**src/rtl/adc_rdc_pkg.sv**
```systemverilog
// Package: shared constants and the frame checksum function.
// Assumes: data width is a whole number of bytes.
package adc_rdc_pkg;

    localparam logic [7:0] STOP_OPCODE = 8'h11;
    localparam logic [7:0] CKSUM_SEED  = 8'h9B;

    // Sum every byte of a result plus the seed, modulo 256.
    function automatic logic [7:0] frame_cksum(input logic [23:0] d);
        logic [7:0] acc;
        acc = CKSUM_SEED;
        for (int i = 0; i < 3; i++) begin
            acc = acc + d[i*8 +: 8];
        end
        return acc;
    endfunction

endpackage

```
**src/rtl/adc_rdc_upd_win.sv**
```systemverilog
// Update window and ready line.
// A strobe opens a window of UPD_CYCLES edges, raises the ready line and
// captures the result. The last window edge pulses load and lowers the ready line.
// In gate mode, a qualified serial falling edge raises the ready line again.
// Assumes: UPD_CYCLES >= 1.
module adc_rdc_upd_win #(
    parameter int DATA_W     = 24,
    parameter int UPD_CYCLES = 20
) (
    input  logic              clk,
    input  logic              rst_n,
    input  logic              res_valid,
    input  logic [DATA_W-1:0] res_data,
    input  logic              mode_pulse,
    input  logic              sclk_fall,
    output logic              drdy_n,
    output logic              busy,
    output logic              load,
    output logic [DATA_W-1:0] data_q
);
    localparam int CW = $clog2(UPD_CYCLES + 1);
    localparam logic [CW-1:0] WIN_INIT = CW'(UPD_CYCLES);
    localparam logic [CW-1:0] WIN_LAST = CW'(1);

    logic [CW-1:0] win_cnt;

    assign busy = (win_cnt != '0);
    assign load = (win_cnt == WIN_LAST) && !res_valid;

    // Window countdown, result capture and ready-line control.
    always_ff @(posedge clk) begin
        if (!rst_n) begin
            win_cnt <= '0;
            drdy_n  <= 1'b1;
            data_q  <= '0;
        end else if (res_valid) begin
            data_q  <= res_data;
            win_cnt <= WIN_INIT;
            drdy_n  <= 1'b1;
        end else if (busy) begin
            win_cnt <= win_cnt - 1'b1;
            if (win_cnt == WIN_LAST) begin
                drdy_n <= 1'b0;
            end
        end else if (sclk_fall && !mode_pulse) begin
            drdy_n <= 1'b1;
        end
    end

    AST_READY_AFTER_WINDOW: assert property (@(posedge clk) disable iff (!rst_n)
        $fell(drdy_n) |-> $past(busy));

    AST_PULSE_READY_HOLD: assert property (@(posedge clk) disable iff (!rst_n)
        ($rose(drdy_n) && $past(mode_pulse)) |-> $past(res_valid));

endmodule

```
**src/rtl/adc_rdc_frame_tx.sv**
```systemverilog
// Frame shifter.
// Holds the data bytes plus the checksum byte and steps a bit pointer on
// qualified serial rising edges, MSB first. The pointer wraps after the
// last bit for repeated readout.
// Output select: 0 during the update window, the shifted bit once a frame has
// started, otherwise the ready level.
// Assumes: cksum_en is stable during a read.
module adc_rdc_frame_tx #(
    parameter int DATA_W = 24
) (
    input  logic              clk,
    input  logic              rst_n,
    input  logic              cs_n,
    input  logic              sclk_rise,
    input  logic              active,
    input  logic              load,
    input  logic [DATA_W-1:0] load_data,
    input  logic              cksum_en,
    input  logic              drdy_n,
    input  logic              busy,
    output logic              dout,
    output logic              dout_oe
);
    import adc_rdc_pkg::*;

    localparam int FRAME_W = DATA_W + 8;
    localparam int PW      = $clog2(FRAME_W);
    localparam logic [PW-1:0] LAST_FULL = PW'(FRAME_W - 1);
    localparam logic [PW-1:0] LAST_DATA = PW'(DATA_W - 1);

    logic [FRAME_W-1:0] frame;
    logic [PW-1:0]      bit_pos;
    logic [PW-1:0]      last_pos;
    logic               started;
    logic               dout_q;

    assign last_pos = cksum_en ? LAST_FULL : LAST_DATA;

    // Frame load, chip-select restart and serial shifting.
    always_ff @(posedge clk) begin
        if (!rst_n) begin
            frame   <= '0;
            bit_pos <= '0;
            started <= 1'b0;
            dout_q  <= 1'b0;
        end else if (load) begin
            frame   <= {load_data, frame_cksum(load_data)};
            bit_pos <= '0;
            started <= 1'b0;
        end else if (cs_n) begin
            bit_pos <= '0;
            started <= 1'b0;
        end else if (sclk_rise && active) begin
            dout_q  <= frame[LAST_FULL - bit_pos];
            started <= 1'b1;
            bit_pos <= (bit_pos >= last_pos) ? '0 : bit_pos + 1'b1;
        end
    end

    // Output select: window forces low, then shifted bit, else ready level.
    always_comb begin
        if (busy)                  dout = 1'b0;
        else if (started && active) dout = dout_q;
        else                       dout = drdy_n;
    end

    assign dout_oe = !cs_n;

    AST_DESELECT_RESTART: assert property (@(posedge clk) disable iff (!rst_n)
        cs_n |=> (bit_pos == '0) && !started);

endmodule

```
**src/rtl/adc_rdc_stop_det.sv**
```systemverilog
// Stop-command detector.
// Samples din on qualified serial falling edges and groups the bits into
// bytes from chip-select low. A byte equal to STOP_OPCODE clears active
// until reset.
module adc_rdc_stop_det (
    input  logic clk,
    input  logic rst_n,
    input  logic cs_n,
    input  logic sclk_fall,
    input  logic din,
    output logic active
);
    import adc_rdc_pkg::*;

    logic [2:0] bit_cnt;
    logic [6:0] shreg;

    // Byte assembly and opcode compare.
    always_ff @(posedge clk) begin
        if (!rst_n) begin
            bit_cnt <= '0;
            shreg   <= '0;
            active  <= 1'b1;
        end else if (cs_n) begin
            bit_cnt <= '0;
        end else if (sclk_fall) begin
            shreg   <= {shreg[5:0], din};
            bit_cnt <= bit_cnt + 1'b1;
            if (bit_cnt == 3'd7 && {shreg, din} == STOP_OPCODE) begin
                active <= 1'b0;
            end
        end
    end

    AST_STOP_STICKY: assert property (@(posedge clk) disable iff (!rst_n)
        !active |=> !active);

endmodule

```
**src/rtl/adc_rdc_port.sv**
```systemverilog
// Top: continuous-read serial output port.
// Detects serial clock edges in the master-clock domain (inputs assumed
// synchronous to clk), then drives the update window, frame shifter and
// stop detector. Edges count only while chip select is low.
module adc_rdc_port #(
    parameter int DATA_W     = 24,
    parameter int UPD_CYCLES = 20
) (
    input  logic              clk,
    input  logic              rst_n,
    input  logic              res_valid,
    input  logic [DATA_W-1:0] res_data,
    input  logic              mode_pulse,
    input  logic              cksum_en,
    input  logic              cs_n,
    input  logic              sclk,
    input  logic              din,
    output logic              drdy_n,
    output logic              dout,
    output logic              dout_oe,
    output logic              rdc_active
);
    logic              sclk_q;
    logic              sclk_rise;
    logic              sclk_fall;
    logic              busy;
    logic              load;
    logic [DATA_W-1:0] data_q;

    // Previous serial clock level for edge detection.
    always_ff @(posedge clk) begin
        if (!rst_n) sclk_q <= 1'b0;
        else        sclk_q <= sclk;
    end

    assign sclk_rise = sclk && !sclk_q && !cs_n;
    assign sclk_fall = !sclk && sclk_q && !cs_n;

    adc_rdc_upd_win #(.DATA_W(DATA_W), .UPD_CYCLES(UPD_CYCLES)) u_win (
        .clk(clk), .rst_n(rst_n), .res_valid(res_valid), .res_data(res_data),
        .mode_pulse(mode_pulse), .sclk_fall(sclk_fall), .drdy_n(drdy_n),
        .busy(busy), .load(load), .data_q(data_q)
    );

    adc_rdc_frame_tx #(.DATA_W(DATA_W)) u_tx (
        .clk(clk), .rst_n(rst_n), .cs_n(cs_n), .sclk_rise(sclk_rise),
        .active(rdc_active), .load(load), .load_data(data_q),
        .cksum_en(cksum_en), .drdy_n(drdy_n), .busy(busy),
        .dout(dout), .dout_oe(dout_oe)
    );

    adc_rdc_stop_det u_stop (
        .clk(clk), .rst_n(rst_n), .cs_n(cs_n), .sclk_fall(sclk_fall),
        .din(din), .active(rdc_active)
    );

    AST_OE_FOLLOWS_SELECT: assert property (@(posedge clk) disable iff (!rst_n)
        $rose(cs_n) |-> !dout_oe);

endmodule

```
**config.mk**
```make
export PLATFORM = sky130hd
export DESIGN_NAME = adc_rdc_port
export DESIGN_NICKNAME = d
export VERILOG_FILES = /design/src/rtl/adc_rdc_pkg.sv /design/src/rtl/adc_rdc_upd_win.sv /design/src/rtl/adc_rdc_frame_tx.sv /design/src/rtl/adc_rdc_stop_det.sv /design/src/rtl/adc_rdc_port.sv
export SDC_FILE = /design/constraint.sdc
export NUM_CORES = 1
export LEC_CHECK = 0
export ABC_AREA = 1
export BUFFER_PORTS_ARGS = -buffer_cell sky130_fd_sc_hd__buf_4
export CAP_MARGIN = 30
export CORE_MARGIN = 5
export CORE_UTILIZATION = 60
export CTS_CLUSTER_DIAMETER = 30
export CTS_CLUSTER_SIZE = 25
export DETAILED_ROUTE_END_ITERATION = 16
export HOLD_SLACK_MARGIN = 0.02
export PLACE_DENSITY = 0.8
export SYNTH_ARGS = -nofsm -noshare
export SYNTH_HDL_FRONTEND = slang
export SYNTH_SLANG_ARGS = --single-unit
```
**constraint.sdc**
```tcl
create_clock -name clk -period 7 [get_ports clk]
set_clock_uncertainty 0.2 [all_clocks]
set_input_delay 1.4 -clock clk [delete_from_list [all_inputs] [get_ports clk]]
set_output_delay 1.4 -clock clk [all_outputs]
set_load 0.01 [all_outputs]
```
# Yosys cells after proc, flatten, opt, wreduce, memory -nomap -nowiden
# Index checks and enable logic that the tools add are counted.
# Widths: inputs -> output; s select.
[totals]
output_inout_bits = 4
inputBits = 32
register_bits = 81
[classes]
add_sub_neg = 7
magnitude_cmp = 2
eq_ne = 4
reduce_logical = 24
bitwise_logic = 3
mux = 11
[op_table]
columns = ["op", "count"]
rows = [
  ["$add 8x8->8", 2],
  ["$mux 5", 3],
  ["$logic_and 1x1->1", 9],
  ["$add 8x8->8 const A", 1],
  ["$eq 8x5->1 const B", 1],
  ["$lt 5x6->1 const B", 1],
  ["$mux 1", 6],
  ["$reduce_and 3->1", 2],
  ["$add 5x1->5 const B", 1],
  ["$bmux 1 s5", 1],
  ["$eq 5x1->1 const B", 1],
  ["$ge 5x5->1", 1],
  ["$logic_not 1->1", 5],
  ["$reduce_bool 5->1", 1],
  ["$sub 5x1->5 const B", 1],
  ["$sub 5x5->5 const A", 1],
  ["$mux 4", 1],
  ["$reduce_and 2->1", 2],
  ["$reduce_bool 2->1", 2],
  ["$reduce_or 2->1", 2],
  ["$add 3x1->3 const B", 1],
  ["$eq 3x3->1 const B", 1],
  ["$not 1->1", 3],
  ["$reduce_or 3->1", 1],
  ["$ne 2x1->1 const B", 1],
]

# Longest topological paths before layout
[logic_depth]
depth_word = 6
mapped_depth = 14

# Cells and area by module
# A second synthesis with hierarchy kept.
[hier_totals]
cells_unflattened = 570
hier_area_um2 = 4107.7
[by_module_without_submodules]
columns = ["module", "instances", "area_per_inst_um2", "cells_each"]
rows = [
  ["adc_rdc_frame_tx", 1, 2408.6, 345],
  ["adc_rdc_upd_win", 1, 1199.9, 158],
  ["adc_rdc_stop_det", 1, 449.2, 58],
  ["adc_rdc_port", 1, 50.0, 9],
]

# Worst setup path after synthesis
# Ideal clock, no wire load.
[synth_timing]
kind = "input to output"
start = "input port cs_n"
end = "output port dout_oe"
cell_stages = 1
path_slack_ns = 3.901
t_required_ns = 5.400
arrival_time_ns = 1.499
cell_sequence = "inv_1"
[synth_via]
elab_chain_cells = 1
[synth_lines]
columns = ["element", "line", "text"]
rows = [
  ["start: declaration", "adc_rdc_port.sv:15", "input logic cs_n,"],
  ["$logic_not 1->1", "adc_rdc_frame_tx.sv:67", "assign dout_oe = !cs_n;"],
  ["end: declaration", "adc_rdc_port.sv:20", "output logic dout_oe,"],
]
# Every way passes these cells.

# Final worst setup path
[layout_timing]
start = "register u_win.win_cnt[0]"
end = "output port dout"
[layout_via]
elab_chain_cells = 2
[layout_lines]
columns = ["element", "line", "text"]
rows = [
  ["start: declaration", "adc_rdc_upd_win.sv:25", "logic [CW-1:0] win_cnt;"],
  ["start signal: assignment", "adc_rdc_upd_win.sv:41", "win_cnt <= win_cnt - 1'b1;"],
  ["$reduce_bool 5->1", "adc_rdc_upd_win.sv:27", "assign busy = (win_cnt != '0);"],
  ["$mux 1", "adc_rdc_frame_tx.sv:62", "if (busy) dout = 1'b0;"],
  ["end: declaration", "adc_rdc_port.sv:19", "output logic dout,"],
]
# Every way passes these cells.

==> key figures <==
Outcome
  • Status: complete, no violations

Pwr
  • Pwr Density: 227 nW/um^2
  • Sw Ratio: a little under a third
  • Clock power share: 30.9%
  • P_int: between 0.7 and 0.8 mW
  • Comb power frac: 19.6%
  • Worst vdd ir: 0.000196 V
  • Sequential Power Share: 49.5%
  • Leakage: 1.98 nW
  • Switching Power: 0.303 mW

Clocking
  • Root Driver: clkbuf_8
  • Worst skew pair latency: between 0.3 and 0.4 ns
  • Clock sink total: 81
  • Clock-pin transition on the worst setup and hold timing paths: 0.08 ns
  • Clk buf depth: 2
  • CTS tree: done
  • Post_cts resized: 0
  • Number of CTS-inserted buffers: 9
  • Post-CTS Hold Fix Bufs: 0
  • Setup Fix Bufs, Post-CTS: 0
  • H-tree Lvls: 3

Floorplan
  • Die extent in x: approximately 92 um
  • Row count: 29
  • I/O pin total: 36
  • Core area: 6420 um^2
  • Die area: 8430 um^2
  • Starting Density: a little over three fifths
  • Die Span Y: between 90 and 100 um

Timing
  • # setup viols final: 0
  • Min Tclk post-route: 3.48 ns
  • Fin crit share: between 40% and 50%
  • Final Hold Vio Count: 0
  • Fin worst setup slack: 3.52 ns
  • Relative slew slack: 34.7%
  • Hold slack: 0.254 ns
  • Setup tns final: 0 ns
  • RSZ-0062 raised after global routing: no
  • Achievable Freq: 287 MHz
  • Worst-margin pin slew: 0.976 ns
  • Final Max Slew Viols: 0

Global route
  • Initial antenna violation count: 0
  • Tot GR Track Use: 21.9%
  • Global-route wire length before repair: 15000 um
  • Pin count of the biggest net entering global routing: between 50 and 60
  • GRT overflow: 0
  • Vias in the first global route: 3279

Hold path
  • Worst min path class: flip-flop to flip-flop
  • Hold path depth: 2

Worst setup path
  • Worst Setup Start Kind: flip-flop
  • CP Data Required Time: about 5.4 ns
  • CP Max Fanout: 6
  • Worst setup EP type: primary output
  • WS Path Type: flip-flop to primary output
  • Path depth of the worst reg2reg path: 7
  • Arr. time, crit path: ~1.9 ns

Route
  • Iteration count of the initial detailed-routing pass: 5
  • Via Count: around 3400
  • Routed wire length: just under 9000 um
  • WL per Instance: 13.8 um
  • Number of DRC markers in iteration 0: 248
  • Number of nets with antenna violations after routing: 0
  • DRC: 0
  • Via-to-Cell Ratio: 5.43

Synthesis
  • Mapped cell area: 4020 um^2
  • Synth Net Count: 583
  • Post-Syn Area per Cell: between 7 and 8 um^2
  • Synth cell types: 33
  • Cells after synthesis: 524
  • Ys Warns: 0
  • FF+latch count, synth: 81
  • Sequential fraction of the synthesis area: approximately two fifths

Place
  • Number of port buffers: 35
  • GP Congestion: 0.811
  • Pre-CTS setup slack: 3.44 ns
  • HPWL Detailed: between 6000 and 7000 um

Cells and area
  • Synthesis-to-layout area growth: 10.4%
  • Diodes inserted: 0
  • Share of layout cells above drive strength 1: 12.1%
  • Final net count: slightly above 600
  • Post-layout util: 69.0%

Run
  • MaxCap Viol Count: 0
final timing paths:
kind	slack, ns	endpoint	start
max reg2reg	4.04	u_tx.frame[24]	u_win.win_cnt[1]
min reg2reg	0.25	u_tx.frame[28]	u_tx.frame[28]
max	3.52	dout	u_win.win_cnt[0]
min	0.25	u_tx.frame[28]	u_tx.frame[28]
Yosys cell counts, drive strengths merged:
master / instances / area, um^2
a21o: 1 / 7.51
nor3: 1 / 10.0
clkbuf: 9 / 33.8
a211oi: 1 / 7.51
o21a: 1 / 7.51
xor2: 4 / 35.0
fa: 7 / 140
a31oi: 1 / 6.26
nand4: 6 / 37.5
a21oi: 54 / 270
or2: 1 / 6.26
o31ai: 2 / 15.0
dfxtp: 81 / 1620
inv: 97 / 364
buf: 14 / 81.3
nand3: 33 / 165
xnor2: 4 / 35.0
o21bai: 1 / 11.3
o21ai: 56 / 280
nor4: 4 / 40.0
a221oi: 9 / 135
o211ai: 2 / 15.0
nor2: 44 / 165
ha: 20 / 250
a31o: 1 / 8.76
nand2: 70 / 265
power by group through the flow:
stage                     combinational, mW  clock, mW  sequential [mW]
final                                 0.197      0.311            0.498
after global routing                  0.226      0.335            0.501
after CTS                             0.197      0.314            0.498
after detailed placement              0.195          0            0.508
after global placement                0.189          0            0.508
after floorplan                       0.147          0            0.502
critical path, stage by stage, from the launching register on:
cell	delay, ns
dfxtp_1	0.35
inv_1	0.10
ha_1	0.15
inv_1	0.06
nor2_1	0.12
nand2_1	0.09
nor2_1	0.16
inv_1	0.15
nor2_1	0.12
o31ai_1	0.08
inv_1	0.06
buf_4	0.11
routing by layer:
layer  routed length [um]  track usage (%)
met1                 4040             27.9
met2                 4170             37.2
met3                  387             4.99
met4                   95             6.68
met5                    0                0
cells in the final DEF, fill, tap and decap left out, drive strengths merged:
master and n:
or2 1, clkinvlp 2, xnor2 4, a21o 1, nor2 44, buf 35, clkbuf 12, a31oi 1
a221oi 9, o21a 1, nand3 33, o31ai 2, o211ai 2, nand4 6, xor2 4, nor4 4
a31o 1, o21bai 1, nor3 1, nand2 70, fa 7, inv 97, clkinv 2, ha 20
a211oi 1, a21oi 54, dfxtp 81, o21ai 56
area by class of cell:
type	instances	area, um^2
fill	534	1990
multi-input combinational	323	1910
sequential	81	1620
inverter	97	364
timing repair buffer	35	263
clock buffer	12	145
tap	77	96.3
clock inverter	4	28.8
stage by stage:
stage | total power [mW] | cells | cell area [um^2]
2_1_floorplan | 0.649 | 524 | 4020
3_3_place_gp | 0.697 | 613 | 4260
3_5_place_dp | 0.703 | 613 | 4260
4_1_cts | 1.01 | 629 | 4430
5_1_grt | 1.06 | 629 | 4430
6_report | 1.00 | 629 | 4430
kinds of logic (layout without fill, tap and decap cells):
kind of cell    Yosys count  in the layout  share of synthesized area, %
xor+xnor                  8              8                          1.74
compound gates          129            129                          19.0
simple gates            159            159                          17.2
buf+inv                 120            148                          11.9
flops                    81             81                          40.4
fa+ha+maj                27             27                          9.72
state kept, by name (all words and copies together), names as in the netlist, 3 cells and up:
register / cells
u_tx.frame: 32
u_win.data_q: 24
u_stop.shreg: 7
u_tx.bit_pos: 5
u_win.win_cnt: 5
u_stop.bit_cnt: 3
Power figures use the tool's default switching activity.
